### src/rtl/srx_pkg.sv
package srx_pkg;
  localparam int unsigned SRX_MAXW = 9;

  typedef struct packed {
    logic [SRX_MAXW-1:0] data;
    logic                ferr;
    logic                perr;
    logic                ovr;
  } srx_entry_t;

  typedef enum logic [2:0] {
    S_IDLE, S_START, S_DATA, S_PAR, S_STOP
  } srx_state_e;

  // character-size code to number of data bits
  function automatic logic [3:0] data_bits(input logic [2:0] sz);
    case (sz)
      3'b000:  return 4'd5;
      3'b001:  return 4'd6;
      3'b010:  return 4'd7;
      3'b111:  return 4'd9;
      default: return 4'd8;
    endcase
  endfunction

  function automatic logic vote3(input logic [2:0] s);
    return (s[0] & s[1]) | (s[0] & s[2]) | (s[1] & s[2]);
  endfunction

  // bits enter at the top; shift down so the first bit lands at bit 0
  function automatic logic [SRX_MAXW-1:0] align_lsb(input logic [SRX_MAXW-1:0] sh,
                                                     input logic [3:0] nb);
    return sh >> (4'(SRX_MAXW) - nb);
  endfunction

  function automatic logic parity_ref(input logic [SRX_MAXW-1:0] d, input logic odd);
    return (^d) ^ odd;
  endfunction
endpackage

### src/rtl/srx_sync.sv
module srx_sync #(
  parameter int unsigned STAGES = 2
) (
  input  logic clk,
  input  logic rst_n,
  input  logic d,
  output logic q
);
  logic [STAGES-1:0] sr;

  always_ff @(posedge clk) begin
    if (!rst_n) sr <= '1;
    else        sr <= {sr[STAGES-2:0], d};
  end

  assign q = sr[STAGES-1];
endmodule

### src/rtl/srx_frame.sv
module srx_frame
  import srx_pkg::*;
#(
  parameter int unsigned OSR     = 16,
  parameter int unsigned VOTE_LO = 7
) (
  input  logic       clk,
  input  logic       rst_n,
  input  logic       tick,
  input  logic       enable,
  input  logic       rx,
  input  logic [2:0] char_sz,
  input  logic [1:0] par_mode,
  output logic       push_o,
  output srx_entry_t entry_o,
  output logic       idle_o
);
  localparam int unsigned CNT_W = $clog2(OSR + 1);
  localparam int unsigned MID   = VOTE_LO + 2;
  localparam logic [CNT_W-1:0] C_ONE = CNT_W'(1);
  localparam logic [CNT_W-1:0] C_TWO = CNT_W'(2);
  localparam logic [CNT_W-1:0] C_LO  = CNT_W'(VOTE_LO);
  localparam logic [CNT_W-1:0] C_MID = CNT_W'(MID);
  localparam logic [CNT_W-1:0] C_OSR = CNT_W'(OSR);

  srx_state_e          state;
  logic [CNT_W-1:0]    cnt;     // index of the sample taken at the next tick
  logic [2:0]          samp;
  logic [SRX_MAXW-1:0] shreg;
  logic [3:0]          nbit;
  logic                parbit;

  logic [2:0]          samp_n;
  logic                bitv;
  logic [3:0]          nb;
  logic                par_en;
  logic [SRX_MAXW-1:0] dalign;

  always_comb begin
    samp_n = ((cnt >= C_LO) && (cnt <= C_MID)) ? {samp[1:0], rx} : samp;
    bitv   = vote3(samp_n);
    nb     = data_bits(char_sz);
    par_en = par_mode[1];
    dalign = align_lsb(shreg, nb);
  end

  always_ff @(posedge clk) begin
    if (!rst_n) begin
      state   <= S_IDLE;
      cnt     <= '0;
      samp    <= '0;
      shreg   <= '0;
      nbit    <= '0;
      parbit  <= 1'b0;
      push_o  <= 1'b0;
      entry_o <= '0;
    end else begin
      push_o <= 1'b0;
      if (!enable) begin
        state <= S_IDLE;
      end else if (tick) begin
        samp <= samp_n;
        cnt  <= (cnt == C_OSR) ? C_ONE : cnt + C_ONE;
        unique case (state)
          S_IDLE: if (!rx) begin
            state <= S_START;
            cnt   <= C_TWO;
            samp  <= '0;
          end
          S_START: begin
            if (cnt == C_MID && bitv) state <= S_IDLE;
            else if (cnt == C_OSR) begin
              state <= S_DATA;
              nbit  <= '0;
            end
          end
          S_DATA: begin
            if (cnt == C_MID) shreg <= {bitv, shreg[SRX_MAXW-1:1]};
            if (cnt == C_OSR) begin
              if (nbit == nb - 4'd1) state <= par_en ? S_PAR : S_STOP;
              nbit <= nbit + 4'd1;
            end
          end
          S_PAR: begin
            if (cnt == C_MID) parbit <= bitv;
            if (cnt == C_OSR) state <= S_STOP;
          end
          S_STOP: if (cnt == C_MID) begin
            push_o       <= 1'b1;
            entry_o.data <= dalign;
            entry_o.ferr <= !bitv;
            entry_o.perr <= par_en && (parbit != parity_ref(dalign, par_mode[0]));
            entry_o.ovr  <= 1'b0;
            state        <= S_IDLE;
          end
          default: state <= S_IDLE;
        endcase
      end
    end
  end

  assign idle_o = (state == S_IDLE);
endmodule

### src/rtl/srx_rxbuf.sv
module srx_rxbuf
  import srx_pkg::*;
#(
  parameter int unsigned DEPTH = 2
) (
  input  logic                       clk,
  input  logic                       rst_n,
  input  logic                       flush,
  input  logic                       push,
  input  srx_entry_t                 din,
  input  logic                       pop,
  output srx_entry_t                 head_o,
  output logic [$clog2(DEPTH+1)-1:0] fill_o,
  output logic                       ovr_o
);
  localparam int unsigned FILL_W = $clog2(DEPTH + 1);
  localparam int unsigned IDX_W  = (DEPTH > 1) ? $clog2(DEPTH) : 1;

  srx_entry_t        mem   [DEPTH];
  srx_entry_t        mem_n [DEPTH];
  logic [FILL_W-1:0] fill, fill_n, base;
  logic              do_pop, accept;

  always_comb begin
    do_pop = pop && (fill != '0);
    base   = fill - FILL_W'(do_pop);
    accept = push && (base < FILL_W'(DEPTH));
    ovr_o  = push && !(base < FILL_W'(DEPTH));
    for (int i = 0; i < DEPTH - 1; i++) mem_n[i] = do_pop ? mem[i+1] : mem[i];
    mem_n[DEPTH-1] = do_pop ? '0 : mem[DEPTH-1];
    if (accept) mem_n[IDX_W'(base)] = din;
    if (ovr_o)  mem_n[DEPTH-1].ovr = 1'b1;
    fill_n = base + FILL_W'(accept);
  end

  always_ff @(posedge clk) begin
    if (!rst_n || flush) begin
      fill <= '0;
      for (int i = 0; i < DEPTH; i++) mem[i] <= '0;
    end else begin
      fill <= fill_n;
      for (int i = 0; i < DEPTH; i++) mem[i] <= mem_n[i];
    end
  end

  assign head_o = (fill != '0) ? mem[0] : '0;
  assign fill_o = fill;
endmodule

### src/rtl/srx_top.sv
module srx_top
  import srx_pkg::*;
#(
  parameter int unsigned OSR         = 16,
  parameter int unsigned VOTE_LO     = 7,
  parameter int unsigned SYNC_STAGES = 2,
  parameter int unsigned DEPTH       = 2
) (
  input  logic       clk,
  input  logic       rst_n,
  input  logic       sample_tick,
  input  logic       rx_en,
  input  logic [2:0] char_size,
  input  logic [1:0] parity_mode,
  input  logic       rx_pin,
  output logic       rx_claim,
  input  logic       rd_pop,
  output logic [7:0] rd_data,
  output logic       rd_bit8,
  output logic       rd_valid,
  output logic       rd_ferr,
  output logic       rd_perr,
  output logic       rd_ovr
);
  localparam int unsigned FILL_W = $clog2(DEPTH + 1);

  logic              rx_s;
  logic              frm_push;
  srx_entry_t        frm_entry;
  logic              frm_idle;
  srx_entry_t        head;
  logic [FILL_W-1:0] buf_fill;
  logic              buf_ovr;

  srx_sync #(.STAGES(SYNC_STAGES)) u_sync (
    .clk(clk), .rst_n(rst_n), .d(rx_pin), .q(rx_s)
  );

  srx_frame #(.OSR(OSR), .VOTE_LO(VOTE_LO)) u_frame (
    .clk(clk), .rst_n(rst_n), .tick(sample_tick), .enable(rx_en), .rx(rx_s),
    .char_sz(char_size), .par_mode(parity_mode),
    .push_o(frm_push), .entry_o(frm_entry), .idle_o(frm_idle)
  );

  srx_rxbuf #(.DEPTH(DEPTH)) u_buf (
    .clk(clk), .rst_n(rst_n), .flush(!rx_en), .push(frm_push), .din(frm_entry),
    .pop(rd_pop), .head_o(head), .fill_o(buf_fill), .ovr_o(buf_ovr)
  );

  assign rx_claim = rx_en;
  assign rd_valid = (buf_fill != '0);
  assign rd_data  = head.data[7:0];
  assign rd_bit8  = head.data[8];
  assign rd_ferr  = head.ferr;
  assign rd_perr  = head.perr;
  assign rd_ovr   = head.ovr;
endmodule

### config.mk
export PLATFORM = sky130hd
export DESIGN_NAME = srx_top
export DESIGN_NICKNAME = d
export VERILOG_FILES = /design/src/rtl/srx_pkg.sv /design/src/rtl/srx_sync.sv /design/src/rtl/srx_frame.sv /design/src/rtl/srx_rxbuf.sv /design/src/rtl/srx_top.sv
export SDC_FILE = /design/constraint.sdc
export NUM_CORES = 1
export LEC_CHECK = 0
export CAP_MARGIN = 10
export CORE_ASPECT_RATIO = 0.7
export CORE_MARGIN = 5
export CORE_UTILIZATION = 59
export DETAILED_ROUTE_END_ITERATION = 10
export DONT_BUFFER_PORTS = 1
export GPL_TIMING_DRIVEN = 0
export PLACE_DENSITY = 0.73
export SETUP_SLACK_MARGIN = 0.4
export SLEW_MARGIN = 20
export SYNTH_ARGS = -nofsm -noshare
export SYNTH_HDL_FRONTEND = slang
export SYNTH_SLANG_ARGS = --single-unit
### constraint.sdc
create_clock -name clk -period 8.1 [get_ports clk]
set_clock_uncertainty 0.1 [all_clocks]
set_input_delay 0.405 -clock clk [delete_from_list [all_inputs] [get_ports clk]]
set_output_delay 0.405 -clock clk [all_outputs]
set_load 0.02 [all_outputs]
Word level (Yosys, flattened, before mapping)
Memory sizes are Yosys's and may differ from the RTL's.
Cells that the tools add are included.

word-level totals
  register bits = 41
  RAM bits = 24
  input port bits = 11
  memories = 1

memory list
  name       words  width  read ports  clocked after Yosys merged registers in  wr ports  line             text
  u_buf.mem  2      12     2           0                                        2         srx_rxbuf.sv:19  srx_entry_t mem [DEPTH];

operators by class
  $add $sub $neg = 6
  order comparisons = 5
  equal/unequal tests = 19
  shifts and indexed selects = 1
  muxes and demuxes = 34
  bitwise logic cells = 9
  reduce and logical (&&, ||, !) cells = 25

operator list
  operator                                               number
  two-way mux 12 bit                                     6
  two-way mux 3 bit                                      11
  bitwise mux 24 bit                                     1
  two-way mux 24 bit                                     1
  one-hot mux 4 bit (4 select lines)                     1
  AND reduction 4 bit                                    4
  two-way mux 5 bit                                      3
  one-hot mux 3 bit (5 select lines)                     1
  demux 12 bit (select 1 bit)                            1
  two-way mux 4 bit                                      3
  inequality test 2 x 1 -> 1 bit, second input constant  5
  == test 3 x 2 -> 1 bit, second input constant          3
  parity 9 bit                                           1
  right shift 9 x 4 -> 9 bit                             1
  one-hot mux 4 bit (2 select lines)                     1
  logical AND 1 bit                                      7
  AND reduction 7 bit                                    1
  == test 3 x 1 -> 1 bit, second input constant          2
  == test 3 bit, second input constant                   2
  zero test 3 bit                                        2
  AND reduction 6 bit                                    1
  adder 5 x 1 -> 5 bit, second input constant            1
  == test 5 x 4 -> 1 bit, second input constant          1
  == test 5 bit, second input constant                   1
  other kinds (23)                                       38

Longest topological paths before layout
Gate-level depths: netlist of run 1.

  word-level depth = 12
  gate-level depth with buffers = 13
  depth with buffers taken out = 12

Hierarchy
From an unflattened synthesis of run 1, not the netlist that was laid out.

second synthesis, totals
  cells, all modules = 483
  area, all modules = 3910.0 µm²

modules (own cells, without submodules)
  module     times used  cells an instance  area an instance (µm²)  seq. area each (µm²)
  srx_frame  1           319                2533.7                  740.7
  srx_rxbuf  1           157                1306.3                  520.5
  srx_sync   1           4                  52.6                    40.0
  srx_top    1           3                  17.5                    0.0

Least setup slack after synthesis of run 1
Ideal clock, no wire load.

  kind = input to register
  start = input char_size[1]
  end = register u_frame.state[1]
  arrival time = 2.752 ns
  data required time = 7.930 ns
  path slack = 5.177 ns
  cell stages on the path = 12
  cells stage by stage = buf_2 > nand3_1 > o21ai_0 > inv_1 > ha_1 > xnor2_1 > xnor2_1 > nor3_1 > o311ai_1 > or3_4 > or4b_1 > a21oi_1

on the way
  longest elaborated chain between the ends = 6
  elaborated cells between the ends (all ways) = 9

RTL lines
  item                                               line             text
  start, declared                                    srx_top.sv:13    input logic [2:0] char_size,
  == test 3 bit, or another cell as far along        srx_pkg.sv:17    case (sz)
  one-hot mux 4 bit (4 select lines) *               srx_pkg.sv:17
  subtractor 4 x 1 -> 4 bit *                        srx_frame.sv:80  if (nbit == nb - 4'd1) state <= par_en ? S_PAR : S_STOP;
  == test 4 bit *                                    srx_frame.sv:80
  inequality test 2 x 1 -> 1 bit (no source line) *  --
  AND reduction 7 bit (no source line) *             --
  end signal, assigned                               srx_frame.sv:80
  end, declared                                      srx_frame.sv:26  srx_state_e state;

Every way passes the cells marked *; elsewhere a longest branch is shown, timed or not.
A chain may end at the register's enable or synchronous reset.

==> results of run 1 <==
## flip-flops by register name, indices dropped and copies added, names as in the netlist
| name | count |
|---|---|
| u_frame.cnt | 5 |
| u_frame.parbit | 1 |
| u_sync.sr | 2 |
| u_frame.push_o | 1 |
| u_buf.mem | 24 |
| u_frame.samp | 3 |
| u_frame.state | 3 |
| u_frame.nbit | 4 |
| u_frame.entry_o | 11 |
| u_buf.fill_o | 2 |
| u_frame.shreg | 9 |
## cell families after synthesis
family	after synthesis	share of synthesized area [%]
DFF	65	34.9
AOI/OAI and AO/OA	115	20.4
and+or+nand+nor	186	24.1
muxes	24	6.60
buffers and inverters	55	5.97
adders and majority gates	10	3.22
xor gates and xnor gates	21	4.93
## critical path, cell delays in order (launching register included)
cell,delay [ps]
dfxtp_1,320
nor2_1,230
inv_1,180
nand2_1,320
clkbuf_1,460
inv_1,100
ha_1,210
xnor2_1,170
nand2_1,110
inv_1,70
nand2_1,160
clkbuf_1,430
nor2_1,100
a211oi_1,250
## final timing paths
kind                                      start              end  slack, ps  cells past startpoint
worst max-delay path            u_buf.fill_o[0]  u_buf.mem[0][8]       4810                     13
worst min-delay path                     rx_pin     u_sync.sr[0]         40                      1
worst max register to register  u_buf.fill_o[0]  u_buf.mem[0][8]       4810                     13
worst min register to register     u_sync.sr[0]     u_sync.sr[1]        340                      1
## power breakdown
part | internal [mW] | leakage (nW) | switching (mW)
Combinational | 0.0273 | 0.923 | 0.0435
Sequential | 0.321 | 0.524 | 0.00196
Clock | 0.183 | 0.113 | 0.133
## cells in the final DEF (no fill, tap or decap), drive strengths merged, types with 3 or more instances in the layout
| cell | n |
|---|---|
| a211oi | 16 |
| a21oi | 38 |
| a22oi | 7 |
| a2bb2oi | 3 |
| a31oi | 3 |
| and2 | 3 |
| and3 | 4 |
| buf | 7 |
| clkbuf | 34 |
| clkinv | 3 |
| dfxtp | 65 |
| ha | 8 |
| inv | 24 |
| mux2i | 22 |
| nand2 | 47 |
| nand2b | 9 |
| nand3 | 37 |
| nand4 | 3 |
| nor2 | 51 |
| nor2b | 16 |
| nor3 | 5 |
| o211ai | 4 |
| o21ai | 20 |
| o221ai | 3 |
| or3 | 3 |
| xnor2 | 14 |
| xor2 | 7 |
## through the flow
step	hold slack (ps)	setup WS [ps]	cells
after floorplan	286	5180	476
after global placement	301	4840	554
after detailed placement	339	4820	554
after CTS	31.7	4820	570
after global routing	29.9	4430	570
final	44.8	4810	570
## routing by layer
metal  vias up  GRT usage, %  wire, µm
li1       1693             -         -
met1      1610          33.2      4480
met2        98          35.2      3930
met3        24          5.42       548
met4         0          9.20       187
met5         -             0         0
## final cells by class
class | instances | share of cell area, %
tap | 78 | 2.40
clock inverter | 6 | 2.22
multi-input combinational | 356 | 54.4
clock buffer | 10 | 3.39
sequential | 65 | 32.1
buffer | 31 | 3.27
inverter | 24 | 2.22
==> flow_summary.json, run 1 <==
{
  "ys_top_cells_by_area": "dfxtp_1 35%, mux2i_1 5.9%, nor2_1 5.1%, a21oi_1 5.0%, nand3_1 5.0%",
  "synth_warnings": 0,
  "netlist_area_um2": 3730,
  "synth_edf_count": 0,
  "postRouteAntennaNets": 0,
  "required_ps": 8260,
  "gp_congestion": 0.906,
  "vias": 3425,
  "slew_headroom_pct": 47.7,
  "avgRoutedWirePerCell_um": 16.0,
  "cts.sinks": 65,
  "drt_iter0_drc": 237,
  "ir_worst_vdd_uv": 121,
  "tns_ps": 0,
  "hold_class": "in2reg",
  "cts_resized": 0,
  "synth_ff_type": "dfxtp_1",
  "syn_avg_cell_area_um2": 7.84,
  "cp_max_fo": 10,
  "synth_seq_cells": 65,
  "port_buffers": 0,
  "seqCellArea_um2": 1300,
  "dr.pass1.iters": 5,
  "p_leak_nw": 1.56,
  "start_util_pct": 60.4,
  "dpl.hpwl_mm": 6.68,
  "grt_overflow_total": 0,
  "wirelength_mm": 9.14,
  "die_w_um": 105,
  "slew_viol_final": 0,
  "die-area_um2": 8040,
  "async_flop_share_pct": 0,
  "status": "finished, final reports clean",
  "period_share_pct": 40.6,
  "finalSetupViolations": 0,
  "h-tree-depth": 3,
  "grt_antenna_before_repair": 0,
  "clk_pin_slew_ps": 80,
  "yosysMostFrequentCell": "dfxtp_1",
  "cp.arrival_ps": 3450,
  "rsz0062_at_grt": "false",
  "root_buffer": "clkbuf_8",
  "post-cts-setup-buffers": 0,
  "drc": 0,
  "cts_tree": "done",
  "cts_hold_buf": 0,
  "fmax_ghz": 0.304,
  "clockBufferDepth": 2,
  "netlist_instances": 476,
  "synth.distinct_cells": 57,
  "grt_use_total_pct": 23.7,
  "fin_nets": 506,
  "grt_first_pass_wirelength_mm": 15.8,
  "cts_made_buffers": 9,
  "synth_top_area_share_pct": 34.9,
  "clkLatencyLatePin_ps": 360,
  "ys_seq_area_share_pct": 34.9,
  "dieHeight_um": 76.6,
  "viasPerCell": 6.01,
  "rows": 24,
  "diodes": 0,
  "area_delta_synth_final_pct": 8.71,
  "critPathKind": "reg2reg",
  "power_density_nw_per_um2": 175,
  "cp-end-kind": "register",
  "drive_gt1_share_pct": 6.71,
  "multi_input_area_um2": 2210,
  "critPathLaunchType": "register",
  "placed_cell_area_um2": 3830,
  "grt_pass1_vias": 3267,
  "final_cell_area_um2": 4060,
  "worstMarginPinSlew_ps": 784,
  "maxCapViolCount": 0,
  "synth_top_area_cell": "dfxtp_1",
  "grt_max_degree": 13,
  "power.total_uw": 709,
  "syn-num-nets": 495,
  "layout_min_cycle_time_ps": 3290,
  "fill_cells": 566,
  "fp.coreArea_um2": 6190,
  "final_hold_viol_count": 0,
  "final_core_util_pct": 65.6,
  "io_pins": 25,
  "yosys-top-cells-count": "65 x dfxtp_1, 51 x nor2_1, 47 x nand2_1"
}
(Power assumes the default switching activity.)
==> run 2, diff against run 1 <==
==> constraint.sdc (replaced) <==
create_clock -name clk -period 3.4 [get_ports clk]
set_clock_uncertainty 0.1 [all_clocks]
set_input_delay 0.17 -clock clk [delete_from_list [all_inputs] [get_ports clk]]
set_output_delay 0.17 -clock clk [all_outputs]
set_load 0.02 [all_outputs]
==> run 2 against run 1 <==
Effect of this change:
- clock-buffer cell count unchanged
- sequential power up 140%
- critical path depth down 3
- combinational power up 140%
- critical path type unchanged
- largest cell class unchanged
- highest routed layer unchanged
==> flow_summary.json, run 2 (synthesis gave the netlist of run 1 again) <==
{
  "status": "finished, final reports clean",
  "rsz0062_at_grt": "false",
  "cp-end-kind": "register",
  "r2r_end": "u_frame.state[1]",
  "r2r_slack_ps": 590,
  "viasPerCell": 5.99,
  "dpl.hpwl_mm": 6.68,
  "r2r_start": "u_frame.cnt[1]",
  "period_share_pct": 82.6,
  "slew_viol_final": 0,
  "grt_antenna_before_repair": 0,
  "gp_congestion": 0.906,
  "holdCritStartpoint": "parity_mode[1]",
  "grt_overflow_total": 0,
  "power_density_nw_per_um2": 410,
  "postRouteAntennaNets": 0,
  "layout_commonest_cell": "dfxtp_1",
  "finalSetupViolations": 0,
  "critPathKind": "reg2reg",
  "regMostFlops": "u_buf.mem",
  "largest_reg_flops": 24,
  "cp_max_fo": 6,
  "grt_use_total_pct": 24.1,
  "holdWs_ps": 58.0,
  "dr.pass1.iters": 5,
  "fp.coreArea_um2": 6190,
  "start_util_pct": 60.4,
  "h-tree-depth": 3,
  "root_buffer": "clkbuf_8",
  "grt_max_degree": 13,
  "clockBufferDepth": 2,
  "grt_first_pass_wirelength_mm": 16.0,
  "tns_ps": 0,
  "clk_pin_slew_ps": 80,
  "cts_tree": "done",
  "final_cell_mix": "64 x dfxtp_1, 50 x nor2_1, 46 x nand2_1",
  "worstMarginPinSlew_ps": 767,
  "top_regs": "u_buf.mem (24), u_frame.entry_o (11), u_frame.shreg (9)",
  "p_leak_nw": 1.60,
  "power.total_mw": 1.69,
  "dieHeight_um": 76.6,
  "final_hold_viol_count": 0,
  "rows": 24,
  "fmax_ghz": 0.356,
  "cts.sinks": 65,
  "final_core_util_pct": 66.7,
  "die-area_um2": 8040,
  "cpMaxStageDelayCell": "or4b_1",
  "slew_headroom_pct": 48.8,
  "drive_gt1_share_pct": 8.65,
  "reg2regPathDepth": 10,
  "drt_iter0_drc": 235,
  "cts_made_buffers": 9,
  "area_delta_synth_final_pct": 10.6,
  "ir_worst_vdd_uv": 288,
  "hold_class": "in2reg",
  "drc": 0,
  "hold_depth": 3,
  "diodes": 0,
  "clkLatencyLatePin_ps": 360,
  "grt_pass1_vias": 3293,
  "avgRoutedWirePerCell_um": 16.2,
  "hold_end": "u_frame.state[2]",
  "cp_cell_sequence": "inv_1 -> ha_1 -> o21bai_1 -> a32oi_2 -> mux2_4 -> maj3_1 -> nor2_1 -> or3_4 -> or4b_1 -> a21oi_1",
  "port_buffers": 0,
  "vias": 3446,
  "cp.arrival_ps": 3000,
  "io_pins": 25,
  "fill_cells": 557,
  "required_ps": 3590,
  "critPathLaunchType": "register",
  "maxCapViolCount": 0,
  "wirelength_mm": 9.30,
  "layout_min_cycle_time_ps": 2810,
  "die_w_um": 105,
  "critPathMaxStageDelay_ps": 510,
  "fin_nets": 511
}
==> run 2: cell count changes in the layout (fill, tap and decap cells not counted), sizes merged <==
cell / delta
dlygate4sd3: +4
buf: +1
==> run 2: area by class of cell <==
cell class              count  area, µm²  share of cell area (%)
clock buffers              10        138                    3.33
well taps                  78       97.6                    2.36
inverters                  24       90.1                    2.18
repair buffers              5       47.5                    1.15
clock inverters             6       90.1                    2.18
flip-flops and latches     65       1300                    31.5
multi-input cells         356       2220                    53.8
plain buffers              31        141                    3.42
==> run 2: what timing repair did <==
item | in CTS | in global routing
pin swaps | 0 | 1
buffers inserted | 0 | 1
resized for setup | 3 | 11
hold buffers | 4 | 0
hold endpoints to repair | 9 | 0
setup endpoints to repair | 22 | 23
==> run 2: stage by stage <==
stage	setup slack, ps	area (µm²)	cells
2_1_floorplan	712	3730	476
3_3_place_gp	278	3830	554
3_5_place_dp	164	3830	554
4_1_cts	438	4100	574
5_1_grt	424	4130	575
6_report	592	4130	575
==> run 2: worst max-delay path by stage <==
stage	slack, ps	startpoint	to	cells after the start
2_1_floorplan	710	char_size[1]	u_frame.state[1]	12
3_3_place_gp	280	u_buf.fill_o[0]	u_buf.mem[0][9]	13
3_5_place_dp	160	u_buf.fill_o[0]	u_buf.mem[0][8]	13
4_1_cts	440	u_buf.fill_o[0]	u_buf.mem[0][8]	12
5_1_grt	420	u_buf.fill_o[1]	u_buf.mem[0][8]	13
6_report	590	u_frame.cnt[1]	u_frame.state[1]	10
==> run 2: worst max-delay path, delay by kind of cell, from the launching register on <==
family / cells / cell delay [ps]
buf+inv: 1 / 80
mux: 1 / 210
simple gates: 3 / 960
fa+ha+maj: 2 / 430
compound gates: 3 / 580
flops: 1 / 380
==> run 2: routing by layer <==
layer | global-route usage, % | vias up | wire [µm]
met5 | 0 | - | 0
met4 | 9.20 | 0 | 146
met3 | 5.50 | 16 | 597
met2 | 36.1 | 113 | 4120
met1 | 33.5 | 1621 | 4440
li1 | - | 1696 | -
==> run 2: where the power goes <==
part           switching [mW]  total [mW]  internal [mW]
Clock                   0.315       0.750          0.435
Combinational           0.105       0.173         0.0681
Sequential            0.00463       0.769          0.764
